[config.mk]
export PLATFORM = sky130hd
export DESIGN_NAME = edge_latched_ram
export DESIGN_NICKNAME = d
export VERILOG_FILES = /design/src/rtl/edge_ram_pkg.sv /design/src/rtl/edge_ram_ctrl.sv /design/src/rtl/edge_ram_datapath.sv /design/src/rtl/edge_latched_ram.sv
export SDC_FILE = /design/constraint.sdc
export NUM_CORES = 1
export LEC_CHECK = 0
export ABC_AREA = 0
export BUFFER_PORTS_ARGS = -buffer_cell sky130_fd_sc_hd__buf_2
export CORE_UTILIZATION = 25
export DETAILED_ROUTE_END_ITERATION = 8
export PLACE_DENSITY = 0.47
export SETUP_SLACK_MARGIN = 0.4
export SLEW_MARGIN = 20
export SYNTH_ARGS = -nofsm -noshare
export SYNTH_HDL_FRONTEND = slang
export SYNTH_SLANG_ARGS = --single-unit
[constraint.sdc]
create_clock -name clk -period 18.65 [get_ports clk]
set_input_delay 3.73 -clock clk [delete_from_list [all_inputs] [get_ports clk]]
set_output_delay 3.73 -clock clk [all_outputs]
set_load 0.02 [all_outputs]
[src/rtl/edge_ram_pkg.sv]
package edge_ram_pkg;

  // Strobes from the control side to the datapath, one per clock.
  typedef struct packed {
    logic capAddr;   // strobe fall seen: take the address
    logic trackOut;  // strobe low and cycle live: output follows array
    logic holdData;  // write window open: sample write data
    logic commit;    // write window just closed: store held data
  } ramStrobeT;

endpackage

[src/rtl/edge_ram_ctrl.sv]
module edge_ram_ctrl
  import edge_ram_pkg::*;
(
  input  logic      clk,
  input  logic      rstN,
  input  logic      chipEnN,
  input  logic      wrEnN,
  input  logic      selAN,
  input  logic      selBN,
  output ramStrobeT strobe,
  output logic      qEnable
);

  logic enPrev;     // strobe level at the previous edge
  logic cycleLive;  // address captured, strobe still low
  logic winPrev;    // write window was open at the previous edge
  logic outValid;   // the output latch holds a value read since reset
  logic qEnReg;

  logic eFall, eRise, selected, winNow;

  assign eFall    = enPrev & ~chipEnN;
  assign eRise    = ~enPrev & chipEnN;
  assign selected = ~selAN & ~selBN;
  assign winNow   = cycleLive & ~chipEnN & ~wrEnN & selected;

  always_comb begin
    strobe.capAddr  = eFall;
    strobe.trackOut = cycleLive & ~chipEnN;
    strobe.holdData = winNow;
    strobe.commit   = winPrev & ~winNow;
  end

  always_ff @(posedge clk) begin
    if (!rstN) begin
      enPrev    <= 1'b1;
      cycleLive <= 1'b0;
      winPrev   <= 1'b0;
      outValid  <= 1'b0;
      qEnReg    <= 1'b0;
    end else begin
      enPrev  <= chipEnN;
      winPrev <= winNow;
      if (eFall)      cycleLive <= 1'b1;
      else if (eRise) cycleLive <= 1'b0;
      if (strobe.trackOut) outValid <= 1'b1;
      // While the strobe is low the driver follows the write enable.
      // While it is high the driver shows the held value.
      qEnReg <= selected & (chipEnN ? outValid : (wrEnN & cycleLive));
    end
  end

  assign qEnable = qEnReg;

  // a raised select turns the driver off at the next edge
  p_deselect_off_r3: assert property (@(posedge clk) disable iff (!rstN)
    (selAN | selBN) |=> !qEnable);

  // write enable low inside a strobe period turns the driver off
  p_write_off_r9: assert property (@(posedge clk) disable iff (!rstN)
    (!chipEnN && !wrEnN) |=> !qEnable);

  // reset leaves the driver off
  p_reset_off_r10: assert property (@(posedge clk)
    !rstN |=> !qEnable);

  // a commit is a single pulse per window
  p_commit_pulse_r6: assert property (@(posedge clk) disable iff (!rstN)
    strobe.commit |=> !strobe.commit);

endmodule

[src/rtl/edge_ram_datapath.sv]
module edge_ram_datapath
  import edge_ram_pkg::*;
#(
  parameter int ADDR_W = 10,
  parameter int DATA_W = 1
) (
  input  logic              clk,
  input  logic              rstN,
  input  ramStrobeT         strobe,
  input  logic [ADDR_W-1:0] addrIn,
  input  logic [DATA_W-1:0] dataIn,
  output logic [DATA_W-1:0] qData
);

  localparam int DEPTH = 1 << ADDR_W;

  logic [DATA_W-1:0] memArr [DEPTH];
  logic [ADDR_W-1:0] addrReg;
  logic [DATA_W-1:0] outLatch;
  logic [DATA_W-1:0] dHold;
  logic [DATA_W-1:0] rdWord;

  assign rdWord = memArr[addrReg];

  always_ff @(posedge clk) begin
    if (!rstN) begin
      addrReg  <= '0;
      outLatch <= '0;
      dHold    <= '0;
    end else begin
      if (strobe.capAddr)  addrReg  <= addrIn;
      if (strobe.trackOut) outLatch <= rdWord;
      if (strobe.holdData) dHold    <= dataIn;
    end
  end

  // The array has no reset, so its contents survive one.
  always_ff @(posedge clk) begin
    if (rstN && strobe.commit) memArr[addrReg] <= dHold;
  end

  assign qData = outLatch;

  // the address register moves only on a strobe fall
  p_addr_hold_r2: assert property (@(posedge clk) disable iff (!rstN)
    !strobe.capAddr |=> $stable(addrReg));

  // outside a live strobe period the output latch is frozen
  p_latch_hold_r5: assert property (@(posedge clk) disable iff (!rstN)
    !strobe.trackOut |=> $stable(outLatch));

  // a commit leaves the held word at the captured address
  p_commit_store_r6: assert property (@(posedge clk) disable iff (!rstN)
    strobe.commit |=> (memArr[$past(addrReg)] == $past(dHold)));

endmodule

[src/rtl/edge_latched_ram.sv]
module edge_latched_ram
  import edge_ram_pkg::*;
#(
  parameter int ADDR_W = 10,
  parameter int DATA_W = 1
) (
  input  logic              clk,
  input  logic              rstN,
  input  logic              chipEnN,
  input  logic              wrEnN,
  input  logic              selAN,
  input  logic              selBN,
  input  logic [ADDR_W-1:0] addr,
  input  logic [DATA_W-1:0] dataIn,
  output logic [DATA_W-1:0] qOut,
  output logic              qEnable
);

  ramStrobeT strobe;

  edge_ram_ctrl u_ctrl (
    .clk     (clk),
    .rstN    (rstN),
    .chipEnN (chipEnN),
    .wrEnN   (wrEnN),
    .selAN   (selAN),
    .selBN   (selBN),
    .strobe  (strobe),
    .qEnable (qEnable)
  );

  edge_ram_datapath #(
    .ADDR_W (ADDR_W),
    .DATA_W (DATA_W)
  ) u_dp (
    .clk    (clk),
    .rstN   (rstN),
    .strobe (strobe),
    .addrIn (addr),
    .dataIn (dataIn),
    .qData  (qOut)
  );

endmodule

# ---- After elaboration in Yosys (flattened, before gate mapping)
# Memory sizes are Yosys's and may differ from the RTL's. A register that Yosys moved wholly into a read port is not among the register bits.
# Cells that the tools add are included.
dict set report op_classes {
  shift 0
  n_mul 0
  mux 5
  reduce_logical 3
  eq_ne 0
  n_bitwise 15
  addsub 0
  div 0
  magnitude_cmp 0
}
# operator count
set op_table {}
lappend op_table {{1-bit AND} 9}
lappend op_table {{1-bit NOT} 6}
lappend op_table {{1-bit 2-to-1 mux} 5}
lappend op_table {{2-bit nonzero test} 1}
lappend op_table {{1-bit logical AND} 1}
lappend op_table {{1-bit zero test} 1}
dict set report totals {
  inputBits 17
  out_inout_bits 2
  register_bits 16
  romBits 0
  latch_bits 0
  ram_bits 1024
  wordCells 31
  memories 1
}
# memory depth width rd rd_clocked_by_memory_dff wr line_no
set mem_list {}
lappend mem_list {u_dp.memArr 1024 1 1 1 1 edge_ram_datapath.sv:17} ;# logic [DATA_W-1:0] memArr [DEPTH];

# ---- Longest topological paths before layout
dict set report logic_depth {
  ltp_word 9
  ltp_mapped 12
  depth_no_buf 8
}

# ---- Hierarchy
# From an unflattened synthesis, not the netlist that was laid out.
dict set report unflattened {
  hier_cells 3414
  area_unflattened_um2 44834.2
}
# module instances area_per_inst_um2 seq_area_each_um2 cells_per_inst
set by_module_without_submodules {}
lappend by_module_without_submodules {edge_ram_datapath 1 44601.5 30989.7 3392}
lappend by_module_without_submodules {edge_ram_ctrl 1 232.7 100.1 22}

# ---- Worst setup path after synthesis
# No wires, ideal clock.
dict set report synth_timing {
  kind {register -> register}
  startpoint {reg u_dp.dHold}
  endpoint {mem u_dp.memArr[0] (data pin)}
  stages_incl_launch_ff 1
  period_less_slack_ns 15.563
  arrival_ns 12.747
  path_slack_ns 3.087
  cell_sequence {dfxtp_1}
}
# item line_no
set synth_rtl {}
lappend synth_rtl {{start, declared} edge_ram_datapath.sv:20} ;# logic [DATA_W-1:0] dHold;
lappend synth_rtl {{start signal, assigned} edge_ram_datapath.sv:33} ;# if (strobe.holdData) dHold <= dataIn;
lappend synth_rtl {{end, declared} edge_ram_datapath.sv:17}
# No word-level cell before the write port.

# ---- Worst setup path in the final report
dict set report layout_timing {
  startpoint {in chipEnN}
  endpoint {mem u_dp.memArr[278] (enable)}
}
dict set report layout_via {
  elab_chain_len 9
}
# item line_no
set layout_rtl {}
lappend layout_rtl {{start, declared} edge_latched_ram.sv:9} ;# input logic chipEnN,
lappend layout_rtl {{1-bit NOT} edge_ram_ctrl.sv:25} ;# assign winNow = cycleLive & ~chipEnN & ~wrEnN & selected;
lappend layout_rtl {{1-bit AND (3 in a row)} edge_ram_ctrl.sv:25}
lappend layout_rtl {{1-bit NOT} edge_ram_ctrl.sv:31} ;# strobe.commit = winPrev & ~winNow;
lappend layout_rtl {{1-bit AND} edge_ram_ctrl.sv:31}
lappend layout_rtl {{1-bit logical AND} edge_ram_datapath.sv:39} ;# if (rstN && strobe.commit) memArr[addrReg] <= dHold;
lappend layout_rtl {{1-bit 2-to-1 mux} edge_ram_datapath.sv:39}
lappend layout_rtl {{1-bit 2-to-1 mux (not written as such)} edge_ram_datapath.sv:39}
# Every way passes these cells.

==> results.json <==
{
  "final-hold-violation-count": 0,
  "vias_per_cell": 4.84,
  "max_freq_mhz": 163,
  "setup_viol": 0,
  "syn_inst": 3346,
  "switchingPower_w": 0.00108,
  "grt-ovfl-total": 0,
  "layout_setup_ws_ns": 12.53,
  "die-width_um": 426,
  "post_cts_buffers": 0,
  "status": "finished with violations",
  "grt_max_degree": 123,
  "first_iter_violations": 2818,
  "clk_pin_slew_ns": 0.06,
  "clock-root-buffer": "clkbuf_16",
  "pwr-share-seq_pct": 51.3,
  "hp-class": "register to register",
  "hpwlAfterDp_um": 80700,
  "syn2layout_area_growth_pct": 13.6,
  "comb_power_share_pct": 3.9,
  "clk_latency_ns": 0.71,
  "rsz0062_at_grt": "no",
  "async_reset_ff_share_pct": 0,
  "cts_hold_buf": 0,
  "grt_pass1_vias": 27100,
  "power.clock.fraction_pct": 44.8,
  "dr.pass1.iters": 9,
  "grt_util_all_layers_pct": 15.7,
  "yosys.cell_types.count": 58,
  "cts_resized": 0,
  "syn-num-nets": 3364,
  "tns_ns": 0,
  "fin_util_pct": 28.6,
  "p_leak_nw": 12.6,
  "core_mm2": 0.179,
  "worst-endpoint-required_ns": 19.05,
  "die_area_mm2": 0.182,
  "routed_wl_um": 145000,
  "worstHoldStart": "u_ctrl.outValid",
  "fp.dieH_um": 426,
  "arrival_ns": 6.51,
  "synth_edf_count": 1024,
  "nFillCells": 18100,
  "startpoint": "chipEnN",
  "maxCapViolCount": 0,
  "worst_setup_path_start_kind": "input port",
  "fin_nets": 3287,
  "min_period_ns": 6.12,
  "crit_type": "input port to register",
  "cts_tree": "yes",
  "fin_worst_skew_ns": 0.0293,
  "via_count": 27700,
  "internal_power_w": 0.00388,
  "violations": "design-rule violations",
  "grt_pass1_wl_um": 205000,
  "period_share_pct": 32.8,
  "cts_buffers": 117,
  "swShare_pct": 21.7,
  "ios": 19,
  "drv_slew": 0,
  "path_max_fanout": 22,
  "power_density_mw_per_mm2": 96.9,
  "drive_gt1_share_pct": 12.3,
  "drc": 1,
  "synth-seq-area-share_pct": 69.1,
  "final_common_cell": "nor2_1",
  "start_util_pct": 25.2,
  "synth.avg_cell_area_um2": 13.4,
  "io_buffers": 18,
  "yosys_warnings": 0,
  "clock_sinks": 1041,
  "layout_common_cells": "nor2_1 (1,082), edfxtp_1 (1,024), mux2i_1 (369)",
  "worstMarginPinSlew_ns": 1.12,
  "endpoint_kind": "register",
  "preCtsSetupSlack_ns": 11.86,
  "wl_per_cell_um": 25.3,
  "total_power_w": 0.00495,
  "gp_congestion": 0.791,
  "synth_seq_cells": 1041,
  "synth_flop_cell": "edfxtp_1",
  "cts_buffer_depth": 3,
  "antenna_found_initial": 2,
  "ir_drop_uv": 79.2,
  "antenna_left": 0,
  "htreeDepth": 3,
  "slew_headroom_pct": 25.4,
  "worstReg2RegStart": "u_dp.addrReg[1]",
  "synth.cell_area_mm2": 0.0450,
  "rows": 155
}
[worst paths after layout]
kind                      end  slack [ns]  cells past startpoint
max          u_dp.memArr[278]       12.53                     10
min           u_ctrl.outValid        0.47                      1
max reg2reg        u_dp.qData       12.98                     10
min reg2reg   u_ctrl.outValid        0.47                      1
[final cells by class]
| class | instances | area (um2) | area share (%) |
|---|---|---|---|
| well taps | 2355 | 2950 | 5.77 |
| repair buffers | 120 | 901 | 1.76 |
| clock buffers | 159 | 3150 | 6.16 |
| multi-input cells | 1987 | 12500 | 24.5 |
| inverters | 2 | 7.51 | 0.0147 |
| clock inverters | 56 | 464 | 0.908 |
| flip-flops and latches | 1041 | 31100 | 60.9 |
| diodes | 3 | 7.51 | 0.0147 |
[cell usage after synthesis, types with 2 or more instances]
| library cell | count | area share [%] |
|---|---|---|
| inv_1 | 2 | 0.017 |
| nand4_1 | 7 | 0.097 |
| mux2_2 | 3 | 0.075 |
| buf_2 | 73 | 0.81 |
| o22ai_1 | 149 | 2.1 |
| mux4_2 | 79 | 4.0 |
| o21a_1 | 2 | 0.033 |
| nor3_1 | 20 | 0.22 |
| nand2_1 | 92 | 0.77 |
| nor2_1 | 1082 | 9.0 |
| o211ai_1 | 6 | 0.10 |
| mux4_1 | 4 | 0.23 |
| nand4bb_1 | 4 | 0.10 |
| or4b_1 | 2 | 0.045 |
| a22o_1 | 3 | 0.058 |
| and3b_1 | 2 | 0.039 |
| o21ai_0 | 17 | 0.19 |
| nand4b_1 | 4 | 0.078 |
| a21oi_1 | 6 | 0.067 |
| buf_1 | 3 | 0.025 |
| a211oi_1 | 12 | 0.20 |
| dfxtp_1 | 17 | 0.76 |
| edfxtp_1 | 1024 | 68 |
| buf_6 | 11 | 0.28 |
| a22oi_1 | 7 | 0.12 |
| mux2i_1 | 369 | 8.2 |
| a31oi_1 | 6 | 0.083 |
| a32o_1 | 2 | 0.045 |
| nor4_1 | 30 | 0.42 |
| buf_4 | 30 | 0.50 |
| and2_1 | 9 | 0.13 |
| nor2b_1 | 18 | 0.25 |
| or4_1 | 3 | 0.050 |
| clkbuf_1 | 199 | 1.7 |
| and3_1 | 4 | 0.056 |
| nand3_1 | 13 | 0.14 |
| or4b_2 | 2 | 0.045 |
| o2111ai_1 | 5 | 0.097 |
| nand3b_1 | 3 | 0.050 |
| nor3b_1 | 4 | 0.067 |
[state kept, by name (all words and copies together), names as in the netlist]
register and flops:
u_dp.memArr 1024, u_dp.addrReg 10, u_ctrl.cycleLive 1, u_ctrl.enPrev 1
u_ctrl.outValid 1, u_ctrl.qEnable 1, u_ctrl.winPrev 1, u_dp.dHold 1
u_dp.qData 1
[cell families after synthesis]
family | share of synthesized area (%)
simple gates | 11.8
flops | 69.1
mux | 12.5
buf+inv | 3.29
compound gates | 3.22
fa+ha+maj | 0.0278
[layer usage]
metal / routed length (um) / part of all wire [%] / global-route usage (%) / vias to the layer above
met5: 209 / 0.14 / 0 / -
met4: 3760 / 2.6 / 4.08 / 2
met3: 8270 / 5.7 / 2.38 / 205
met2: 67200 / 46 / 25.2 / 878
met1: 65600 / 45 / 21.9 / 14600
li1: - / - / - / 12000
[critical path: stages]
cell and delay [ns]:
buf_2 0.10, inv_1 0.07, nand2_1 0.10, nor4_1 0.06
buf_4 0.17, or2_2 0.33, nor3b_2 0.69, nand2_2 0.53
buf_4 0.50, nor2_1 0.19
[power by group through the flow]
stage / Sequential, W / Clock [W] / Combinational, W
CTS: 0.00254 / 0.00226 / 0.000193
detailed placement: 0.00259 / 0 / 0.000193
global placement: 0.00259 / 0 / 0.000192
floorplan: 0.00259 / 0 / 0.000123
finish: 0.00254 / 0.00222 / 0.000194
global route: 0.00254 / 0.00234 / 0.000201
[through the flow]
stage	hold WS [ns]	cell area [um2]	cells
after global routing	0.511	51100	5721
after floorplan	0.441	45000	3346
after CTS	0.482	51100	5719
after global placement	0.457	47400	5504
final	0.475	51100	5723
after detailed placement	0.468	47500	5504
Power figures use the tool's default switching activity.
